File: src/rtl/tsm_pkg.sv
package tsm_pkg;

    // Sequencer states: waiting, ordinary slots, last slot before the
    // cutoff, last bits after the cutoff.
    typedef enum logic [1:0] {
        SEQ_IDLE = 2'd0,
        SEQ_RUN  = 2'd1,
        SEQ_LAST = 2'd2,
        SEQ_LOCK = 2'd3
    } seq_state_e;

    // Write-port target select.
    localparam logic SEL_MASK = 1'b0;
    localparam logic SEL_SKIP = 1'b1;

    // Number of closing bit periods of a frame during which mask writes
    // are too late for the next frame.
    localparam int SNAP_LEAD = 3;

endpackage

File: src/rtl/tsm_regs.sv
module tsm_regs
    import tsm_pkg::*;
#(
    parameter int MASK_W = 32
) (
    input  logic              clk,
    input  logic              rst_n,
    input  logic              wr_en,
    input  logic              wr_sel,
    input  logic [MASK_W-1:0] wr_data,
    input  logic              slot_bound,
    output logic [MASK_W-1:0] mask_q,
    output logic              skip_pend
);

    logic mask_wr;
    logic skip_wr;

    assign mask_wr = wr_en && (wr_sel == SEL_MASK);
    assign skip_wr = wr_en && (wr_sel == SEL_SKIP);

    // Programmable mask, all slots enabled out of reset.
    always_ff @(posedge clk) begin
        if (!rst_n) begin
            mask_q <= '1;
        end else if (mask_wr) begin
            mask_q <= wr_data;
        end
    end

    // One-shot skip request: a new write wins over consumption.
    always_ff @(posedge clk) begin
        if (!rst_n) begin
            skip_pend <= 1'b0;
        end else if (skip_wr) begin
            skip_pend <= 1'b1;
        end else if (slot_bound) begin
            skip_pend <= 1'b0;
        end
    end


    pend_clear_chk: assert property (@(posedge clk) disable iff (!rst_n)
        (slot_bound && !skip_wr) |=> !skip_pend);


    mask_hold_chk: assert property (@(posedge clk) disable iff (!rst_n)
        !mask_wr |=> $stable(mask_q));

endmodule

File: src/rtl/tsm_seq.sv
module tsm_seq
    import tsm_pkg::*;
#(
    parameter  int MASK_W    = 32,
    parameter  int WORD_BITS = 8,
    localparam int CNT_W     = $clog2(MASK_W),
    localparam int NUM_W     = $clog2(MASK_W + 1),
    localparam int BIT_W     = $clog2(WORD_BITS)
) (
    input  logic             clk,
    input  logic             rst_n,
    input  logic             bit_tick,
    input  logic             frame_sync,
    input  logic [NUM_W-1:0] slots_cfg,
    output logic             in_frame,
    output logic [CNT_W-1:0] slot_q,
    output logic             start_now,
    output logic             shift_now,
    output logic             snap_now,
    output logic             load_now,
    output logic             word_end,
    output logic             slot_bound
);

    localparam logic [BIT_W-1:0] BIT_LAST = BIT_W'(WORD_BITS - 1);
    localparam logic [BIT_W-1:0] BIT_SNAP = BIT_W'(WORD_BITS - 1 - SNAP_LEAD);

    seq_state_e       state_q;
    seq_state_e       state_d;
    logic [BIT_W-1:0] bit_q;
    logic [CNT_W-1:0] slot_r;
    logic [NUM_W-1:0] n_eff;
    logic [CNT_W-1:0] last_idx;
    logic             at_bit_last;
    logic             at_bit_snap;
    logic             next_is_last;
    logic             single_slot;

    // Clamp the runtime slot count into 1..MASK_W.
    always_comb begin
        if (slots_cfg == '0) begin
            n_eff = NUM_W'(1);
        end else if (slots_cfg > NUM_W'(MASK_W)) begin
            n_eff = NUM_W'(MASK_W);
        end else begin
            n_eff = slots_cfg;
        end
        last_idx = CNT_W'(n_eff - NUM_W'(1));
    end

    assign at_bit_last  = (bit_q == BIT_LAST);
    assign at_bit_snap  = (bit_q == BIT_SNAP);
    assign single_slot  = (last_idx == '0);
    assign next_is_last = (NUM_W'(slot_r) + NUM_W'(1)) >= NUM_W'(last_idx);

    // State register.
    always_ff @(posedge clk) begin
        if (!rst_n) begin
            state_q <= SEQ_IDLE;
        end else begin
            state_q <= state_d;
        end
    end

    // Next-state logic.
    always_comb begin
        state_d = state_q;
        unique case (state_q)
            SEQ_IDLE: begin
                if (frame_sync) begin
                    state_d = single_slot ? SEQ_LAST : SEQ_RUN;
                end
            end
            SEQ_RUN: begin
                if (bit_tick && at_bit_last) begin
                    state_d = next_is_last ? SEQ_LAST : SEQ_RUN;
                end
            end
            SEQ_LAST: begin
                if (bit_tick && at_bit_snap) begin
                    state_d = SEQ_LOCK;
                end
            end
            SEQ_LOCK: begin
                if (bit_tick && at_bit_last) begin
                    state_d = single_slot ? SEQ_LAST : SEQ_RUN;
                end
            end
            default: state_d = SEQ_IDLE;
        endcase
    end

    // Strobe outputs decoded from the state.
    always_comb begin
        in_frame  = 1'b0;
        start_now = 1'b0;
        shift_now = 1'b0;
        snap_now  = 1'b0;
        load_now  = 1'b0;
        word_end  = 1'b0;
        unique case (state_q)
            SEQ_IDLE: begin
                start_now = frame_sync;
            end
            SEQ_RUN: begin
                in_frame  = 1'b1;
                word_end  = bit_tick && at_bit_last;
                shift_now = bit_tick && at_bit_last;
            end
            SEQ_LAST: begin
                in_frame  = 1'b1;
                word_end  = bit_tick && at_bit_last;
                snap_now  = bit_tick && at_bit_snap;
            end
            SEQ_LOCK: begin
                in_frame  = 1'b1;
                word_end  = bit_tick && at_bit_last;
                load_now  = bit_tick && at_bit_last;
            end
            default: begin
                in_frame = 1'b0;
            end
        endcase
    end

    assign slot_bound = start_now || word_end;

    // Bit and slot counters.
    always_ff @(posedge clk) begin
        if (!rst_n) begin
            bit_q  <= '0;
            slot_r <= '0;
        end else if (start_now) begin
            bit_q  <= '0;
            slot_r <= '0;
        end else if (in_frame && bit_tick) begin
            if (at_bit_last) begin
                bit_q  <= '0;
                slot_r <= load_now ? '0 : slot_r + CNT_W'(1);
            end else begin
                bit_q <= bit_q + BIT_W'(1);
            end
        end
    end

    assign slot_q = slot_r;


    lock_entry_chk: assert property (@(posedge clk) disable iff (!rst_n)
        (state_q == SEQ_LOCK) |-> ($past(state_q) == SEQ_LAST || $past(state_q) == SEQ_LOCK));


    run_slot_chk: assert property (@(posedge clk) disable iff (!rst_n)
        (state_q == SEQ_RUN) |-> (slot_r < last_idx));


    bit_hold_chk: assert property (@(posedge clk) disable iff (!rst_n)
        (in_frame && !bit_tick) |=> $stable(bit_q) && $stable(slot_r));

endmodule

File: src/rtl/tsm_gate.sv
module tsm_gate #(
    parameter int MASK_W = 32
) (
    input  logic              clk,
    input  logic              rst_n,
    input  logic              start_now,
    input  logic              load_now,
    input  logic              shift_now,
    input  logic              snap_now,
    input  logic              slot_bound,
    input  logic              word_end,
    input  logic              in_frame,
    input  logic [MASK_W-1:0] mask_q,
    input  logic              skip_pend,
    output logic              tx_drive_en,
    output logic              tde_set
);

    logic [MASK_W-1:0] snap_q;
    logic [MASK_W-1:0] gate_sr;
    logic              skip_act;

    // Cutoff snapshot of the programmed mask.
    always_ff @(posedge clk) begin
        if (!rst_n) begin
            snap_q <= '1;
        end else if (snap_now) begin
            snap_q <= mask_q;
        end
    end

    // Hidden gating shift register: bit 0 governs the current slot.
    always_ff @(posedge clk) begin
        if (!rst_n) begin
            gate_sr <= '1;
        end else if (start_now) begin
            gate_sr <= mask_q;
        end else if (load_now) begin
            gate_sr <= snap_q;
        end else if (shift_now) begin
            gate_sr <= {1'b0, gate_sr[MASK_W-1:1]};
        end
    end

    // Skip request applied for exactly one slot.
    always_ff @(posedge clk) begin
        if (!rst_n) begin
            skip_act <= 1'b0;
        end else if (slot_bound) begin
            skip_act <= skip_pend;
        end
    end

    assign tx_drive_en = in_frame && gate_sr[0] && !skip_act;
    assign tde_set     = word_end && gate_sr[0];


    shift_hold_chk: assert property (@(posedge clk) disable iff (!rst_n)
        !(start_now || load_now || shift_now) |=> $stable(gate_sr));


    snap_hold_chk: assert property (@(posedge clk) disable iff (!rst_n)
        !snap_now |=> $stable(snap_q));


    skip_once_chk: assert property (@(posedge clk) disable iff (!rst_n)
        (slot_bound && skip_act && !skip_pend) |=> !skip_act);

endmodule

File: src/rtl/tdm_tx_slot_gate.sv
module tdm_tx_slot_gate #(
    parameter  int MASK_W    = 32,
    parameter  int WORD_BITS = 8,
    localparam int CNT_W     = $clog2(MASK_W),
    localparam int NUM_W     = $clog2(MASK_W + 1)
) (
    input  logic              clk,
    input  logic              rst_n,
    input  logic              bit_tick,
    input  logic              frame_sync,
    input  logic [NUM_W-1:0]  slots_cfg,
    input  logic              wr_en,
    input  logic              wr_sel,
    input  logic [MASK_W-1:0] wr_data,
    output logic [MASK_W-1:0] mask_rd,
    output logic [CNT_W-1:0]  slot_no,
    output logic              in_frame,
    output logic              tx_drive_en,
    output logic              tde_set
);

    logic [MASK_W-1:0] mask_q;
    logic              skip_pend;
    logic              start_now;
    logic              shift_now;
    logic              snap_now;
    logic              load_now;
    logic              word_end;
    logic              slot_bound;

    tsm_regs #(.MASK_W(MASK_W)) u_regs (
        .clk        (clk),
        .rst_n      (rst_n),
        .wr_en      (wr_en),
        .wr_sel     (wr_sel),
        .wr_data    (wr_data),
        .slot_bound (slot_bound),
        .mask_q     (mask_q),
        .skip_pend  (skip_pend)
    );

    tsm_seq #(.MASK_W(MASK_W), .WORD_BITS(WORD_BITS)) u_seq (
        .clk        (clk),
        .rst_n      (rst_n),
        .bit_tick   (bit_tick),
        .frame_sync (frame_sync),
        .slots_cfg  (slots_cfg),
        .in_frame   (in_frame),
        .slot_q     (slot_no),
        .start_now  (start_now),
        .shift_now  (shift_now),
        .snap_now   (snap_now),
        .load_now   (load_now),
        .word_end   (word_end),
        .slot_bound (slot_bound)
    );

    tsm_gate #(.MASK_W(MASK_W)) u_gate (
        .clk         (clk),
        .rst_n       (rst_n),
        .start_now   (start_now),
        .load_now    (load_now),
        .shift_now   (shift_now),
        .snap_now    (snap_now),
        .slot_bound  (slot_bound),
        .word_end    (word_end),
        .in_frame    (in_frame),
        .mask_q      (mask_q),
        .skip_pend   (skip_pend),
        .tx_drive_en (tx_drive_en),
        .tde_set     (tde_set)
    );

    assign mask_rd = mask_q;


    idle_quiet_chk: assert property (@(posedge clk) disable iff (!rst_n)
        !in_frame |-> (!tx_drive_en && !tde_set));

endmodule

File: config.mk
export PLATFORM = sky130hd
export DESIGN_NAME = tdm_tx_slot_gate
export DESIGN_NICKNAME = d
export VERILOG_FILES = /design/src/rtl/tsm_pkg.sv /design/src/rtl/tsm_regs.sv /design/src/rtl/tsm_seq.sv /design/src/rtl/tsm_gate.sv /design/src/rtl/tdm_tx_slot_gate.sv
export SDC_FILE = /design/constraint.sdc
export NUM_CORES = 1
export LEC_CHECK = 0
export CAP_MARGIN = 20
export CORE_ASPECT_RATIO = 1.75
export CORE_MARGIN = 8
export CORE_UTILIZATION = 55
export CTS_BUF_LIST = sky130_fd_sc_hd__clkbuf_16
export DETAILED_ROUTE_END_ITERATION = 7
export DONT_BUFFER_PORTS = 1
export PLACE_DENSITY = 0.78
export SKIP_CTS_REPAIR_TIMING = 1
export SLEW_MARGIN = 30
export SYNTH_ARGS = -nofsm -noshare
export SYNTH_HDL_FRONTEND = slang
export SYNTH_SLANG_ARGS = --single-unit
File: constraint.sdc
create_clock -name clk -period 4.6 [get_ports clk]
set_input_delay 1.38 -clock clk [delete_from_list [all_inputs] [get_ports clk]]
set_output_delay 1.38 -clock clk [all_outputs]
set_load 0.02 [all_outputs]
# Word-level counts from Yosys, hierarchy flattened
# Cells that the tools add are included.
# Widths: inputs -> output; s select.
word_totals:
  elab_cells: 66
  out_inout_bits: 40
  ff_bits: 108
  in_bits: 44
op_classes:
  mux: 22
  eq_ne: 9
  magnitude_cmp: 2
  reduce_logical: 19
  addsub: 4
  bitwise_logic: 2
ops:
  columns: ["cell", "count"]
  rows:
  - ["$mux 32", 3]
  - ["$mux 5", 3]
  - ["$mux 2", 6]
  - ["$logic_and 1x1->1", 8]
  - ["$mux 1", 8]
  - ["$pmux 2 s4", 1]
  - ["$add 5x1->6 const B", 1]
  - ["$eq 3x3->1 const B", 2]
  - ["$ge 6x5->1", 1]
  - ["$gt 6x6->1 const B", 1]
  - ["$logic_not 6->1", 1]
  - ["$ne 2x1->1 const B", 3]
  - ["$add 5x1->5 const B", 1]
  - ["$logic_not 5->1", 1]
  - ["$sub 5x1->5 const B", 1]
  - ["$eq 2x2->1 const B", 2]
  - ["$reduce_and 4->1", 1]
  - ["$add 3x1->3 const B", 1]
  - ["$mux 3", 1]
  - ["$reduce_bool 3->1", 1]
  - ["$reduce_or 3->1", 1]
  - ["$eq 2x1->1 const B", 1]
  - ["$logic_not 2->1", 1]
  - ["$ne 2x2->1 const B", 1]
  - ["6 further kinds", 7]

# Depth between registers and ports, before layout
# Gate-level depths: netlist of the first run.
depth:
  ltp_word: 8
  depth_mapped: 12

# Modules after synthesis
# A second synthesis of the first run with hierarchy kept.
hier_totals:
  hier_cells: 521
  hier_area_um2: 5341.4
by_module_without_submodules:
  columns: ["mod", "cells_each", "area_per_inst_um2", "seq_area_each_um2", "n_inst"]
  rows:
  - ["tsm_gate", 263, 2906.5, 1301.2, 1]
  - ["tsm_regs", 148, 1541.5, 660.6, 1]
  - ["tsm_seq", 110, 893.4, 200.2, 1]

# Worst setup path before layout of the first run
# OpenSTA, ideal clock, no wires.
synth_path:
  path_type: "input port to flip-flop"
  start: "input port slots_cfg[3]"
  end: "register u_seq.state_q[1]"
  path_slack_ps: 1021
  path_buffers: 0
  required_ps: 4470
  cell_stages: 11
  arrival_ps: 3448
  setup_ps: 130
  cell_sequence: "nor2_1 > a21oi_1 > or2_2 > ha_1 > xnor2_1 > ha_1 > o21a_1 > o21ai_0 > o21ai_2 > a2111oi_4 > a2111oi_2"
synth_between:
  elab_chain_len: 8
  word_cells_on_any_way: 13
  classes_between: "add/sub: 1; order compare: 2; mux: 8; reduce/logical: 2"
synth_lines:
  columns: ["item", "line_no", "text"]
  rows:
  - ["start, declared", "tdm_tx_slot_gate.sv:11", "input logic [NUM_W-1:0] slots_cfg,"]
  - ["$gt 6x6->1", "tsm_seq.sv:43", "end else if (slots_cfg > NUM_W'(MASK_W)) begin"]
  - ["$mux 5", "tsm_seq.sv:43", null]
  - ["$mux 5 *", "tsm_seq.sv:41", "if (slots_cfg == '0) begin"]
  - ["$sub 5x1->5 *", "tsm_seq.sv:48", "last_idx = CNT_W'(n_eff - NUM_W'(1));"]
  - ["$ge 6x5->1 or $logic_not 5->1 (tied branches)", "tsm_seq.sv:54, tsm_seq.sv:53", null]
  - ["$mux 2, on equally long branches", "tsm_seq.sv:76, tsm_seq.sv:71, tsm_seq.sv:86", null]
  - ["$mux 2, on equally long branches", "tsm_seq.sv:75, tsm_seq.sv:70, tsm_seq.sv:85", null]
  - ["$pmux 2 s4 *", "tsm_seq.sv:68", "unique case (state_q)"]
  - ["end signal, assigned", "tsm_seq.sv:61", "state_q <= state_d;"]
  - ["end, declared", "tsm_seq.sv:28", "seq_state_e state_q;"]
# Mark *: on every way between the ends. The rest lies on a longest branch, timed or not. The select of a mux whose other input is x is not followed.
# A chain may end at the register's enable or synchronous reset.

# Worst setup path after layout of the first run
# Ends and elaborated chain as after synthesis.

==> flow_metrics.tcl, run 1 <==
set metrics [dict create \
    pre_cts_ws_ns 0.8523 \
    dieArea_mm2 0.01199 \
    regArea_mm2 0.002162 \
    hold_viol_final 0 \
    leakagePower_nw 2.093 \
    synthArstFlopShare_pct 0 \
    cts_inserted_buffers 9 \
    timing.final.ws_setup_ns 1.199 \
    synth-adder-area-share_pct 4.211 \
    clock_path_buffers 2 \
    synth_cells 587 \
    synth-seq-area-share_pct 45.47 \
    multiInputGateArea_mm2 0.002394 \
    worstPathCellList "nor2_1, a21oi_1, or2_2, ha_1, xnor2_1, ha_1, o21a_1, o21ai_0, o21ai_2, a2111oi_4, a2111oi_2" \
    die_w_um 86.29 \
    worst_pin_slew_ns 0.7400 \
    synth_nets 647 \
    grt_pass1_wl_um 19500 \
    ant_nets 0 \
    crit_top_cell "ha_1" \
    root_buffer "clkbuf_16" \
    synth_edf_count 0 \
    start_util_pct 55.56 \
    max_freq_mhz 294.0 \
    fin_setup_tns_ns 0 \
    status "finished clean" \
    grt_max_degree 100 \
    grt_pass1_vias 4100 \
    endpoint_kind "flip-flop" \
    grt_overflow_total 0 \
    wirelength_um 11710 \
    crit_path_max_fanout 4 \
    cp_slowest_cell "a2111oi_4" \
    clk_pin_slew_worst_paths_ns 0.07 \
    wire_per_inst_um 17.14 \
    muxShareOfSynthArea_pct 0 \
    post_route_cells_drive_above_1_share_pct 5.477 \
    rsz0062_at_grt "no" \
    synth_top_family_by_area "simple AND/OR/NAND/NOR gates" \
    antenna_cells 0 \
    die_h_um 139.0 \
    placed_cells 668 \
    vias_per_cell 5.950 \
    drcViolationCount 0 \
    instances_no_fill 683 \
    yosysWarnings 0 \
    cts_tree "yes" \
    cp_data_required_time_ns 4.82 \
    ys_seq_elements 108 \
    place_area_mm2 0.004788 \
    cts_sinks 108 \
    fin_crit_sh_pct 73.93 \
    num-fill-cells 802 \
    nNetsFinal 622 \
    vias 4064 \
    p_per_area_mw_per_mm2 423.7 \
    syn2layout_area_growth_pct 6.158 \
    hp-start "u_gate.snap_q[8]$_SDFFE_PN1P_" \
    maxSlewHeadroom_pct 50.55 \
    r2r_start "u_seq.slot_q[0]$_SDFFE_PP0P_" \
    num_rows 45 \
    synth_xor_area_share_pct 0.9211 \
    antenna_found_initial 0 \
    drt_first_pass_iters 4 \
    clk-insertion-delay-late_ns 0.35 \
    finalMaxSlewViolations 0 \
    dpl.hpwl_um 7715 \
    worstSetupPathType "in -> reg" \
    holdCritPathClass "reg -> reg" \
    ys.flop_type "dfxtp_1" \
    worstSetupStartpoint "slots_cfg[3]" \
    utilization_pct 58.98 \
    core_mm2 0.008558 \
    fin_worst_hold_slack_ns 0.4593 \
    cp_data_arrival_time_ns 3.62 \
    gp_congestion 0.8414 \
    finalPower_mw 2.139 \
    fin_crit_ns 3.401 \
    worst_clock_skew_ns 0.01065 \
    syn_avg_cell_area_um2 8.100 \
    ys_types 39 \
    grt_usage_pct 19.98 \
    fin_area_mm2 0.005047 \
    drt_iter0_markers 274 \
    htreeDepth 3 \
    cap_violations 0 \
    synth-simple-area-share_pct 27.58 \
    portBuffers 0 \
    peakVddDrop_mv 0.2645 \
    setup_violations 0 \
    synth_compound_area_share_pct 17.37 \
    startpoint_type "input port" \
    syn-cell-area_mm2 0.004755 \
    cpPeakStageDelay_ns 0.36 \
    ios 84 \
]
[final cells by class]
class / instances / share of cell area [%]
multi-input cells: 426 / 47.42
clock buffers: 9 / 4.462
well taps: 117 / 2.900
repair buffers: 6 / 0.8924
clock inverters: 6 / 0.6693
flip-flops and latches: 108 / 42.84
inverters: 11 / 0.8180
[metal layers]
layer	track usage, %	up-vias	wire [um]
li1	-	1979	-
met1	21.77	1949	4722
met2	34.77	122	6026
met3	5.341	14	740
met4	8.858	0	216
met5	0	-	0
[report_power, final]
group	switching, mW	internal, mW
combinational	0.253	0.136
sequential	0.0723	0.987
clock	0.331	0.360
[path summary, 6_finish.rpt]
check                                                endpoint  slack, ns  cells past startpoint
worst max-delay path            u_seq.state_q[1]$_SDFFE_PN0P_       1.20                     11
worst min-delay path            u_gate.snap_q[8]$_SDFFE_PN1P_       0.46                      2
worst max register to register  u_seq.state_q[1]$_SDFFE_PN0P_       2.15                      8
worst min register to register  u_gate.snap_q[8]$_SDFFE_PN1P_       0.46                      2
[sequential cells by signal, indices dropped and copies added, names as in the netlist]
register,cells
u_seq.slot_q,5
u_seq.state_q,2
u_gate.snap_q,32
u_regs.mask_q,32
u_regs.skip_pend,1
u_gate.skip_act,1
u_seq.bit_q,3
u_gate.gate_sr,32
[synthesized netlist by cell type (all sizes together), types with 4 or more instances]
| library cell | n | area share, % |
|---|---|---|
| a211oi | 32 | 5.1 |
| a21oi | 10 | 1.1 |
| and2 | 31 | 4.1 |
| buf | 10 | 1.1 |
| clkbuf | 32 | 2.5 |
| dfxtp | 108 | 45 |
| ha | 16 | 4.2 |
| inv | 11 | 0.87 |
| nand2 | 140 | 11 |
| nand2b | 4 | 0.84 |
| nand3 | 71 | 7.5 |
| nor2 | 16 | 1.3 |
| nor2b | 5 | 0.66 |
| o21ai | 36 | 3.9 |
| o22ai | 33 | 4.5 |
[kinds of logic (layout without fill, tap and decap cells)]
kind of cell | after synthesis | count (layout)
compound gates | 123 | 123
xor+xnor | 5 | 5
fa+ha+maj | 16 | 16
buf+inv | 53 | 32
flops | 108 | 108
simple gates | 282 | 282
[cell usage in the layout (no fill, tap or decap), types with 2 or more instances in the layout]
| cell type | netlist | layout |
|---|---|---|
| a2111oi_4 | 2 | 2 |
| a211oi_1 | 32 | 32 |
| a21oi_1 | 10 | 10 |
| a31oi_1 | 2 | 2 |
| and2_1 | 30 | 30 |
| and3_1 | 2 | 2 |
| buf_4 | 0 | 6 |
| clkbuf_16 | 0 | 9 |
| clkinv_1 | 0 | 2 |
| clkinv_4 | 0 | 2 |
| dfxtp_1 | 108 | 108 |
| ha_1 | 16 | 16 |
| inv_1 | 11 | 12 |
| nand2_1 | 140 | 139 |
| nand2b_1 | 2 | 2 |
| nand2b_4 | 2 | 2 |
| nand3_1 | 71 | 71 |
| nand3b_1 | 2 | 2 |
| nand4_1 | 3 | 3 |
| nor2_1 | 16 | 15 |
| nor2b_1 | 5 | 4 |
| nor3_1 | 3 | 3 |
| nor3b_1 | 2 | 2 |
| o21a_1 | 2 | 2 |
| o21ai_0 | 21 | 21 |
| o21ai_1 | 14 | 14 |
| o22ai_1 | 32 | 32 |
| xnor2_1 | 3 | 3 |
| xor2_1 | 2 | 2 |
[critical path, delay by kind of cell]
family,cells,cell delay (ns)
AOI/OAI and AO/OA,6,0.99
adders and majority gates,2,0.57
and+or+nand+nor,2,0.52
xor gates and xnor gates,1,0.15
(Power assumes the default switching activity.)
==> inputs of run 2 (changes only) <==
- PLACE_DENSITY: 0.78 -> 0.81
- clock period: 4.6 -> 2.95 ns (I/O delays scaled with it)
==> flow_metrics.tcl, run 2 (same netlist as run 1, synthesis figures left out) <==
set metrics [dict create \
    status "finished clean" \
    maxSlewHeadroom_pct 65.88 \
    fin_crit_sh_pct 90.08 \
    cpPeakStageDelay_ns 0.36 \
    fin_worst_hold_slack_ns 0.4573 \
    startpoint_type "input port" \
    placed_cells 672 \
    endpoint_kind "flip-flop" \
    max_freq_mhz 376.3 \
    antenna_found_initial 0 \
    portBuffers 0 \
    drt_iter0_markers 374 \
    finalMaxSlewViolations 0 \
    worst_pin_slew_ns 0.5046 \
    utilization_pct 59.53 \
    clkPwrFrac_pct 32.4 \
    fin_area_mm2 0.005095 \
    p_seq_share_pct 48.9 \
    clk_pin_slew_worst_paths_ns 0.07 \
    die_w_um 86.29 \
    leakagePower_nw 2.109 \
    vias 4144 \
    intPower_mw 2.338 \
    grt_usage_pct 20.22 \
    grt_pass1_vias 4236 \
    clock_path_buffers 2 \
    num-fill-cells 786 \
    top_regs "u_gate.gate_sr (32), u_gate.snap_q (32), u_regs.mask_q (32)" \
    switchingPower_mw 1.042 \
    dpl.hpwl_um 7864 \
    cp_slowest_cell "a2111oi_4" \
    worstSetupPathType "in -> reg" \
    grt_max_degree 100 \
    layout_commonest_cell "nand2_1" \
    cp_data_required_time_ns 3.17 \
    cts_tree "yes" \
    nNetsFinal 626 \
    fin_crit_ns 2.657 \
    rsz0062_at_grt "no" \
    syn2layout_area_growth_pct 7.158 \
    gp_congestion 0.8483 \
    peakVddDrop_mv 0.4119 \
    p_comb_share_pct 18.8 \
    core_mm2 0.008558 \
    drcViolationCount 0 \
    crit_path_max_fanout 4 \
    finalPower_mw 3.380 \
    timing.final.ws_setup_ns 0.2925 \
    worstPathCellList "nor2_2, a21oi_1, or2_2, ha_4, xnor2_1, ha_1, o21a_1, o21ai_1, o21ai_2, a2111oi_4, a2111oi_2" \
    fin_setup_tns_ns 0 \
    multiInputGateArea_mm2 0.002401 \
    place_area_mm2 0.004826 \
    instances_no_fill 688 \
    num_rows 45 \
    worst_clock_skew_ns 0.004724 \
    grt_overflow_total 0 \
    layout_common_cells "nand2_1, dfxtp_1, nand3_1, o22ai_1, a211oi_1" \
    vias_per_cell 6.023 \
    wire_per_inst_um 17.28 \
    cts_inserted_buffers 9 \
    p_per_area_mw_per_mm2 663.4 \
    cts_sinks 108 \
    regArea_mm2 0.002162 \
    hold_viol_final 0 \
    setup_violations 0 \
    ios 84 \
    cp_data_arrival_time_ns 2.87 \
    drt_first_pass_iters 4 \
    htreeDepth 3 \
    dieArea_mm2 0.01199 \
    p_sw_share_pct 30.82 \
    wirelength_um 11890 \
    clk-insertion-delay-late_ns 0.34 \
    start_util_pct 55.56 \
    post_route_cells_drive_above_1_share_pct 6.830 \
    cap_violations 0 \
    holdCritPathClass "reg -> reg" \
    antenna_cells 0 \
    grt_pass1_wl_um 19830 \
    pre_cts_ws_ns -0.06432 \
    root_buffer "clkbuf_16" \
    ant_nets 0 \
    die_h_um 139.0 \
]
[run 2: metal layers]
metal  vias to the layer above  GRT usage, %  part of all wire (%)  routed length (um)
met5                         -             0                     0                   0
met4                         0         11.96                   3.1                 369
met3                        28         4.807                   7.1                 841
met2                       152         34.12                    50                5941
met1                      1967         22.15                    40                4734
li1                       1997             -                     -                   -
[run 2: power by group through the flow]
stage          clock network [mW]  logic [mW]  registers, mW
2_1_floorplan                   0       0.508           1.66
3_3_place_gp                    0       0.593           1.68
3_5_place_dp                    0       0.626           1.68
4_1_cts                      1.11       0.627           1.65
5_1_grt                      1.16       0.694           1.66
6_report                     1.09       0.634           1.65
[run 2: layout make-up]
cell class	count	area share, %
multi-input cells	426	47.13
flip-flops and latches	108	42.44
clock buffers	9	4.420
well taps	117	2.873
repair buffers	10	1.473
clock inverters	7	0.8595
inverters	11	0.8104
[run 2: path summary, 6_finish.rpt]
path	cells past startpoint	from	slack, ns	endpoint
setup reg to reg	8	u_seq.slot_q[0]$_SDFFE_PP0P_	0.58	u_seq.state_q[1]$_SDFFE_PN0P_
setup / recovery	11	slots_cfg[3]	0.29	u_seq.state_q[1]$_SDFFE_PN0P_
hold / removal	2	u_gate.snap_q[28]$_SDFFE_PN1P_	0.46	u_gate.snap_q[28]$_SDFFE_PN1P_
hold reg to reg	2	u_gate.snap_q[28]$_SDFFE_PN1P_	0.46	u_gate.snap_q[28]$_SDFFE_PN1P_
[run 2: critical path: cells and delay by family]
family	cells	cell delay, ns
xor gates and xnor gates	1	0.12
AOI/OAI and AO/OA	6	0.94
and+or+nand+nor	2	0.43
adders and majority gates	2	0.47
